<file path="src/rtl/booth_pkg.sv">
// Shared definitions for the sequential Booth multiplier.
// Assumes nothing beyond IEEE 1800-2017 packages.
package booth_pkg;

    // Action chosen by one recoding step
    typedef enum logic [1:0] {
        STEP_HOLD = 2'd0,
        STEP_ADD  = 2'd1,
        STEP_SUB  = 2'd2
    } step_op_e;

    // Controller phase
    typedef enum logic {
        PH_IDLE = 1'b0,
        PH_RUN  = 1'b1
    } phase_e;

    // Map a (current bit, extension bit) pair to a step action
    function automatic step_op_e pair_to_op(input logic cur, input logic ext);
        step_op_e op;
        case ({cur, ext})
            2'b10:   op = STEP_SUB;
            2'b01:   op = STEP_ADD;
            default: op = STEP_HOLD;
        endcase
        return op;
    endfunction

endpackage

</file>
<file path="src/rtl/booth_recode.sv">
// Radix-2 recoder: turns the low multiplier bit and the extension bit into
// an add, subtract or hold decision. Purely combinational.
module booth_recode
    import booth_pkg::*;
(
    input  logic     cur_bit,
    input  logic     ext_bit,
    output step_op_e op
);

    // Decode the bit pair
    always_comb begin
        op = pair_to_op(cur_bit, ext_bit);
    end

endmodule

</file>
<file path="src/rtl/booth_addsub.sv">
// Ripple adder/subtractor for the accumulator. In subtract mode the operand
// is inverted and the carry-in set, which forms its two's complement. The
// final carry is discarded. Assumes both inputs are already the same width.
module booth_addsub
    import booth_pkg::*;
#(
    parameter int AW = 5
) (
    input  logic [AW-1:0] acc_i,
    input  logic [AW-1:0] opnd_i,
    input  step_op_e      op,
    output logic [AW-1:0] sum_o
);

    logic [AW-1:0] b_sel;
    logic [AW-1:0] carry;

    // Choose the second operand and carry-in from the step action
    always_comb begin
        case (op)
            STEP_ADD: begin b_sel = opnd_i;      carry[0] = 1'b0; end
            STEP_SUB: begin b_sel = ~opnd_i;     carry[0] = 1'b1; end
            default:  begin b_sel = '0;          carry[0] = 1'b0; end
        endcase
    end

    // One full-adder cell per bit; the carry out of the top cell is dropped
    for (genvar i = 0; i < AW; i++) begin : g_fa
        assign sum_o[i] = acc_i[i] ^ b_sel[i] ^ carry[i];
        if (i < AW - 1) begin : g_cy
            assign carry[i+1] = (acc_i[i] & b_sel[i]) |
                                (acc_i[i] & carry[i]) |
                                (b_sel[i] & carry[i]);
        end
    end

endmodule

</file>
<file path="src/rtl/booth_shift.sv">
// Arithmetic right shift of the chain {accumulator, multiplier, extension}.
// The accumulator sign is replicated; the old multiplier LSB becomes the
// new extension bit. Combinational.
module booth_shift #(
    parameter int W  = 4,
    parameter int AW = W + 1
) (
    input  logic [AW-1:0] acc_i,
    input  logic [W-1:0]  mq_i,
    output logic [AW-1:0] acc_o,
    output logic [W-1:0]  mq_o,
    output logic          ext_o
);

    // Shift the chain right by one as a unit
    always_comb begin
        acc_o = {acc_i[AW-1], acc_i[AW-1:1]};
        mq_o  = {acc_i[0], mq_i[W-1:1]};
        ext_o = mq_i[0];
    end

endmodule

</file>
<file path="src/rtl/booth_step_cnt.sv">
// Down-counter of remaining recoding steps. Loaded with the operand width,
// decremented once per step; 'last' marks the final step.
module booth_step_cnt #(
    parameter int W  = 4,
    parameter int CW = $clog2(W + 1)
) (
    input  logic          clk,
    input  logic          rst_n,
    input  logic          load,
    input  logic          dec,
    output logic [CW-1:0] cnt,
    output logic          last
);

    // Load on accept, count down while running
    always_ff @(posedge clk) begin
        if (!rst_n) begin
            cnt <= '0;
        end else if (load) begin
            cnt <= CW'(W);
        end else if (dec && cnt != '0) begin
            cnt <= cnt - CW'(1);
        end
    end

    // Flag the final step
    assign last = (cnt == CW'(1));

endmodule

</file>
<file path="src/rtl/booth_seq_mult.sv">
// Sequential signed Booth radix-2 multiplier.
// Accepts a start pulse while idle, runs WIDTH steps (one per clock), then
// pulses done and registers the 2*WIDTH-bit product. Start pulses during a
// run are ignored. Accumulator has one guard bit so -M never overflows.
module booth_seq_mult
    import booth_pkg::*;
#(
    parameter int WIDTH = 4
) (
    input  logic               clk,
    input  logic               rst_n,
    input  logic               start,
    input  logic [WIDTH-1:0]   mcand,
    input  logic [WIDTH-1:0]   mplier,
    output logic               done,
    output logic [2*WIDTH-1:0] product
);

    localparam int AW = WIDTH + 1;
    localparam int CW = $clog2(WIDTH + 1);

    phase_e          phase_q;
    logic [AW-1:0]   acc_q;
    logic [WIDTH-1:0] mq_q;
    logic            ext_q;
    logic [AW-1:0]   mc_q;
    logic            done_q;
    logic [2*WIDTH-1:0] prod_q;

    logic            running;
    logic            accept;
    logic [CW-1:0]   cnt;
    logic            cnt_last;
    step_op_e        op;
    logic [AW-1:0]   acc_sum;
    logic [AW-1:0]   acc_nx;
    logic [WIDTH-1:0] mq_nx;
    logic            ext_nx;

    // Phase decode
    assign running = (phase_q == PH_RUN);
    assign accept  = (phase_q == PH_IDLE) && start;

    booth_recode u_recode (
        .cur_bit (mq_q[0]),
        .ext_bit (ext_q),
        .op      (op)
    );

    booth_addsub #(.AW(AW)) u_addsub (
        .acc_i  (acc_q),
        .opnd_i (mc_q),
        .op     (op),
        .sum_o  (acc_sum)
    );

    booth_shift #(.W(WIDTH), .AW(AW)) u_shift (
        .acc_i (acc_sum),
        .mq_i  (mq_q),
        .acc_o (acc_nx),
        .mq_o  (mq_nx),
        .ext_o (ext_nx)
    );

    booth_step_cnt #(.W(WIDTH), .CW(CW)) u_cnt (
        .clk   (clk),
        .rst_n (rst_n),
        .load  (accept),
        .dec   (running),
        .cnt   (cnt),
        .last  (cnt_last)
    );

    // Datapath registers and control sequence
    always_ff @(posedge clk) begin
        if (!rst_n) begin
            phase_q <= PH_IDLE;
            acc_q   <= '0;
            mq_q    <= '0;
            ext_q   <= 1'b0;
            mc_q    <= '0;
            done_q  <= 1'b0;
            prod_q  <= '0;
        end else begin
            done_q <= 1'b0;
            case (phase_q)
                PH_IDLE: begin
                    if (start) begin
                        acc_q   <= '0;
                        mq_q    <= mplier;
                        ext_q   <= 1'b0;
                        mc_q    <= {mcand[WIDTH-1], mcand};
                        phase_q <= PH_RUN;
                    end
                end
                default: begin
                    acc_q <= acc_nx;
                    mq_q  <= mq_nx;
                    ext_q <= ext_nx;
                    if (cnt_last) begin
                        phase_q <= PH_IDLE;
                        done_q  <= 1'b1;
                        prod_q  <= {acc_nx[WIDTH-1:0], mq_nx};
                    end
                end
            endcase
        end
    end

    // Outputs straight from registers
    assign done    = done_q;
    assign product = prod_q;

endmodule

</file>
<file path="config.mk">
export PLATFORM = sky130hd
export DESIGN_NAME = booth_seq_mult
export DESIGN_NICKNAME = d
export VERILOG_FILES = /design/src/rtl/booth_pkg.sv /design/src/rtl/booth_recode.sv /design/src/rtl/booth_addsub.sv /design/src/rtl/booth_shift.sv /design/src/rtl/booth_step_cnt.sv /design/src/rtl/booth_seq_mult.sv
export SDC_FILE = /design/constraint.sdc
export NUM_CORES = 1
export LEC_CHECK = 0
export ABC_CLOCK_PERIOD_IN_PS = 2600
export CAP_MARGIN = 20
export CELL_PAD_IN_SITES_DETAIL_PLACEMENT = 1
export CELL_PAD_IN_SITES_GLOBAL_PLACEMENT = 2
export CORE_MARGIN = 1.5
export CORE_UTILIZATION = 29
export DETAILED_ROUTE_END_ITERATION = 10
export GPL_ROUTABILITY_DRIVEN = 0
export PLACE_DENSITY = 0.71
export SYNTH_ARGS = -nofsm -noshare
export SYNTH_HDL_FRONTEND = slang
export SYNTH_SLANG_ARGS = --single-unit
</file>
<file path="constraint.sdc">
create_clock -name clk -period 2.6 [get_ports clk]
set_input_delay 0.26 -clock clk [delete_from_list [all_inputs] [get_ports clk]]
set_output_delay 0.26 -clock clk [all_outputs]
set_load 0.03 [all_outputs]
</file>
; Word level (Yosys, flattened, before mapping)
; Index checks and enable logic that the tools add are counted.
; Widths: inputs -> output; s select.
[word_totals]
register_bits = 27
latchBits = 0
ramBits = 0
romBits = 0
inputBits = 11
out_inout_bits = 9
word_cells = 72
mem_count = 0
[op_classes]
add_sub_neg = 1
n_mul = 0
n_div = 0
order_cmp = 0
eq_ne = 5
n_shift = 0
muxes = 15
n_bitwise = 33
reduce_logical = 9
[op_table]
columns = operator, count
row1 = $and 1x1->1, 12
row2 = $mux 5, 2
row3 = $pmux 5 s2, 1
row4 = $xor 1x1->1, 10
row5 = $mux 4, 2
row6 = $or 1x1->1, 8
row7 = $mux 1, 7
row8 = $mux 3, 2
row9 = $reduce_and 2->1, 3
row10 = $not 5->5, 1
row11 = $eq 2x1->1 const B, 2
row12 = $eq 2x2->1 const B, 2
row13 = $pmux 2 s2, 1
row14 = $reduce_bool 2->1, 2
row15 = $eq 3x1->1 const B, 1
row16 = $reduce_bool 3->1, 1
row17 = $sub 3x1->3 const B, 1
row18 = $logic_and 1x1->1, 2
row19 = $not 1->1, 2
row20 = $reduce_or 2->1, 1

; Depth between registers and ports, before layout
[logic_depth]
word_depth = 18
depth_mapped = 11

; Cells and area by module
; Synthesis repeated with hierarchy kept, for this count alone.
[unflattened]
cells_unflattened = 156
area_unflattened_um2 = 1443.9
[by_module_without_submodules]
columns = mod, instances, cells_per_inst, area_each_um2, seq_area_each_um2
row1 = booth_seq_mult, 1, 100, 963.4, 480.5
row2 = booth_step_cnt, 1, 22, 216.5, 60.1
row3 = booth_addsub, 1, 22, 173.9, 0.0
row4 = booth_shift, 1, 10, 75.1, 0.0
row5 = booth_recode, 1, 2, 15.0, 0.0

; Worst setup path after synthesis
; Ideal clock, no wire load.
[synth_timing]
kind = reg2reg
startpoint = reg ext_q
endpoint = reg prod_q[6], in the netlist product[6]
t_arrival_ns = 2.516
t_required_ns = 2.472
slack_ns = -0.043
stages_incl_launch_ff = 12
n_path_buf = 1
path_cell_list = dfxtp_1 -> clkbuf_1 -> nand2_1 -> nor2_1 -> a21oi_1 -> fa_1 -> fa_1 -> fa_1 -> inv_1 -> fa_1 -> mux2i_1 -> nor2_1
[synth_via]
elab_chain_cells = 14
elab_cells_between_ends = 24
cone_classes = eq/ne (4) / mux (3) / bitwise (17)
[synth_lines]
columns = element, line_no
row1 = start: declaration, booth_seq_mult.sv:25  ; logic ext_q;
row2 = start signal: assignment, booth_seq_mult.sv:99  ; ext_q <= ext_nx;
row3 = $eq 2x1->1 / $eq 2x2->1 (equally long branches), booth_pkg.sv:21  ; case ({cur, ext})
row4 = $pmux 2 s2 (*), booth_pkg.sv:21
row5 = $eq 2x2->1 / $eq 2x1->1 (equally long branches), booth_addsub.sv:20  ; case (op)
row6 = $pmux 5 s2 / $mux 1 (equally long branches), booth_addsub.sv:20
row7 = "$and 1x1->1, on equally long branches", "booth_addsub.sv:31, booth_addsub.sv:32"
row8 = $or 1x1->1, booth_addsub.sv:31  ; assign carry[i+1] = (acc_i[i] & b_sel[i]) |
row9 = $or 1x1->1, booth_addsub.sv:32  ; (acc_i[i] & carry[i]) |
row10 = $and 1x1->1, booth_addsub.sv:32
row11 = $or 1x1->1, booth_addsub.sv:31
row12 = $or 1x1->1, booth_addsub.sv:32
row13 = $and 1x1->1, booth_addsub.sv:32
row14 = $or 1x1->1, booth_addsub.sv:31
row15 = $or 1x1->1, booth_addsub.sv:32
row16 = $xor 1x1->1 (*), booth_addsub.sv:29  ; assign sum_o[i] = acc_i[i] ^ b_sel[i] ^ carry[i];
row17 = net acc_nx[2], booth_seq_mult.sv:36  ; logic [AW-1:0] acc_nx;
row18 = end signal: assignment, booth_seq_mult.sv:103  ; prod_q <= {acc_nx[WIDTH-1:0], mq_nx};
row19 = end: declaration, booth_seq_mult.sv:28  ; logic [2*WIDTH-1:0] prod_q;
; Mark *: on every way through the listed nets, which the timed path passes. The rest lies on a longest branch.
; A chain may end at the register's enable or synchronous reset.

; Worst setup path in the final report
; Same ends and word-level chain as after synthesis.

==> impl_metrics.py <==
metrics = {
    "floorplan": {
        "initial_core_util_pct": 30.9,
        "die_w_um": 69.2,
        "dieArea_sq_um": 4790,
        "core_area_sq_um": 4120,
        "io_pins": 20,
        "die_h_um": 69.2,
        "row_count": 23,
    },
    "timing": {
        "finalClockSkew_ns": 0.00183,
        "setup_viol": 0,
        "hold_violations": 0,
        "final_max_slew_viol_count": 0,
        "grt_setup_unrepaired": "no",
        "tightest_slew_ns": 0.507,
        "fmax_mhz": 403,
        "holdWs_ns": 0.486,
        "maxSlewHeadroom_pct": 66.1,
        "fin_crit_sh_pct": 95.5,
        "min_period_ns": 2.48,
    },
    "synth": {
        "avgSynthCellArea_sq_um": 9.28,
        "synth_cell_type_count": 30,
        "synth_enable_flop_cells": 0,
        "synth-main-ff-cell": "dfxtp_1",
        "synth-seq-cells": 26,
        "synth_top_area_share_pct": 40.9,
        "ys_seq_area_share_pct": 40.9,
        "synthTopCellsByCount": "dfxtp_1 (26), nor2_1 (24), inv_1 (11), mux2i_1 (11), a21oi_1 (9)",
        "synth_warnings": 0,
        "netlist_area_sq_um": 1270,
        "synthArstFlopShare_pct": 0,
        "syn_inst": 137,
        "yosysTopAreaCell": "dfxtp_1",
        "synth_most_common_cell": "dfxtp_1",
        "syn-num-nets": 156,
        "synth_area_leaders": "dfxtp_1 (41%), mux2i_1 (8.7%), fa_1 (7.9%)",
    },
    "pwr": {
        "vdd_drop_max_uv": 230,
        "cellPowerDensity_nw_per_um2": 560,
        "p_leak_nw": 0.600,
    },
    "cells_and_area": {
        "num_antenna_cells": 0,
        "stdcell_count": 208,
        "final_design_area_no_fill_sq_um": 1610,
        "fillCellCount": 484,
        "multi_input_area_sq_um": 662,
        "regArea_sq_um": 526,
        "area_growth_pct": 26.9,
        "drive_above_1_share_pct": 15.8,
        "final_nets": 178,
    },
    "run_status": {
        "outcome": "finished, final reports clean",
    },
    "critical_path": {
        "critPathBufInv": 1,
        "required_ns": 2.75,
        "crit_path_end_kind": "flip-flop",
        "cpMaxStageDelayCell": "fa_1",
        "cp_common_cell": "fa_2",
        "slowest_delay_ns": 0.43,
        "path_cells": "nand2_1 -> nor2_1 -> a21oi_1 -> fa_2 -> fa_2 -> fa_2 -> inv_2 -> fa_1 -> mux2i_1 -> nor2_1",
        "path_delay_family": "adder cells",
        "critPathKind": "reg2reg",
        "worstPathArrival_ns": 2.63,
        "crit_path_max_fanout": 5,
        "startpoint_type": "flip-flop",
    },
    "detailed_routing": {
        "drtIter0Drc": 16,
        "viasPerCell": 4.74,
        "num_vias": 985,
        "wirelength_mm": 2.91,
        "antenna_left": 0,
        "drt_first_pass_iters": 4,
        "drc": 0,
        "wire_per_inst_um": 14.0,
    },
    "hold_path": {
        "hold_path.class": "reg2reg",
    },
    "placement": {
        "dpl-instance-area_sq_um": 1520,
        "dpl.hpwl_mm": 2.16,
        "portBuffers": 19,
        "dp.cells": 203,
    },
    "grt": {
        "grt_pass1_vias": 1132,
        "grt_max_degree": 23,
        "antenna_found_initial": 0,
        "gr-total-overflow": 0,
        "grt_pass1_wl_mm": 5.24,
        "grt_usage_pct": 13.6,
    },
    "clock_network": {
        "root_buffer": "clkbuf_8",
        "clock_sinks": 26,
        "cts_tree": "done",
        "clockBufferDepth": 2,
        "h-tree-depth": 1,
        "worstSkewPairLatency_ns": 0.27,
        "cts_inserted_buffers": 3,
        "clk_pin_slew_ns": 0.09,
    },
    "flow_run": {
        "cap_viol_max_count": 0,
    },
}
[per-stage QoR]
stage	setup TNS, ns	total power [mW]	setup WS, ns	utilization, %
final	0	0.904	0.118	39.2
after global routing	0	0.952	0.00414	39.2
after CTS	0	0.913	0.0426	39.1
after detailed placement	-0.209	0.573	-0.119	37.0
after global placement	-0.00401	0.567	-0.00401	37.0
after floorplan	0	0.524	0.0449	-
[placed cells by master (no fill, tap or decap), types with 2 or more instances in the layout]
cell             netlist  final
a211oi_1               2      2
nor3_1                 2      2
nand2b_1               4      4
fa_1                   5      2
or3_1                  3      3
dfxtp_1               26     24
clkdlybuf4s50_1        0     19
clkbuf_8               0      3
buf_4                  1      8
mux2i_1               11     11
nor2b_1                2      2
nor3b_1                2      2
a21oi_1                9      9
inv_1                 11     10
a211oi_2               4      4
nor2_1                24     24
ha_1                   3      3
fa_2                   0      3
nand2_1                7      7
mux2_2                 3      3
[worst reg2reg max path, cell delays in order, from the launching register on]
cell,delay (ns)
dfxtp_4,0.38
nand2_1,0.06
nor2_1,0.11
a21oi_1,0.07
fa_2,0.35
fa_2,0.34
fa_2,0.34
inv_2,0.07
fa_1,0.43
mux2i_1,0.16
nor2_1,0.06
[power breakdown]
part / internal, mW / switching, mW / total (mW) / leakage (nW)
Clock: 0.206 / 0.134 / 0.340 / 0.0357
Sequential: 0.416 / 0.0135 / 0.429 / 0.213
Combinational: 0.0645 / 0.0698 / 0.134 / 0.351
Total: 0.686 / 0.217 / 0.904 / 0.600
[metal layers]
metal | routed length (um) | vias to the layer above | track usage (%) | share of wire, %
met3 | 89 | 4 | 2.62 | 3.1
li1 | - | 492 | - | -
met2 | 1360 | 17 | 23.6 | 47
met4 | 48 | 0 | 5.23 | 1.7
met5 | 0 | - | 0 | 0
met1 | 1410 | 472 | 16.5 | 48
[layout make-up]
class | count | area share (%)
Clock buffer | 3 | 2.56
Sequential cell | 26 | 32.6
Inverter | 11 | 2.56
Timing Repair Buffer | 27 | 15.5
Clock inverter | 1 | 1.86
Multi-Input combinational cell | 90 | 41.0
Tap cell | 50 | 3.88
[flip-flops by register name, indices dropped and copies added (netlist names)]
| name | count |
|---|---|
| u_cnt.cnt | 3 |
| mc_q | 4 |
| ext_q | 1 |
| product | 8 |
| done | 1 |
| phase_q | 1 |
| mq_q | 4 |
| acc_q | 4 |
[repair_timing]
item                                    in CTS  in global routing
resized for setup                            6                  1
hold endpoints to repair                     0                  0
gates cloned                                 0                  0
buffers inserted                             1                  0
pin swaps                                    1                  1
endpoints found under the setup margin       3                  2
hold buffers                                 0                  0
[final timing paths]
path | from | end | slack, ns | depth (start not counted)
worst max-delay path | ext_q$_SDFFE_PN0P_ | product[6]$_SDFFE_PN0P_ | 0.12 | 10
worst max register to register | ext_q$_SDFFE_PN0P_ | product[6]$_SDFFE_PN0P_ | 0.12 | 10
worst min register to register | u_cnt.cnt[1]$_SDFFE_PP0P_ | u_cnt.cnt[1]$_SDFFE_PP0P_ | 0.49 | 2
worst min-delay path | u_cnt.cnt[1]$_SDFFE_PP0P_ | u_cnt.cnt[1]$_SDFFE_PP0P_ | 0.49 | 2
[logic make-up after synthesis]
logic type | after synthesis | share of synthesized area [%]
AOI/OAI and AO/OA | 21 | 12.0
adders and majority gates | 8 | 10.8
buffers and inverters | 21 | 7.58
muxes | 14 | 11.3
DFF | 26 | 40.9
and+or+nand+nor | 47 | 17.3
Power figures use the tool's default switching activity.
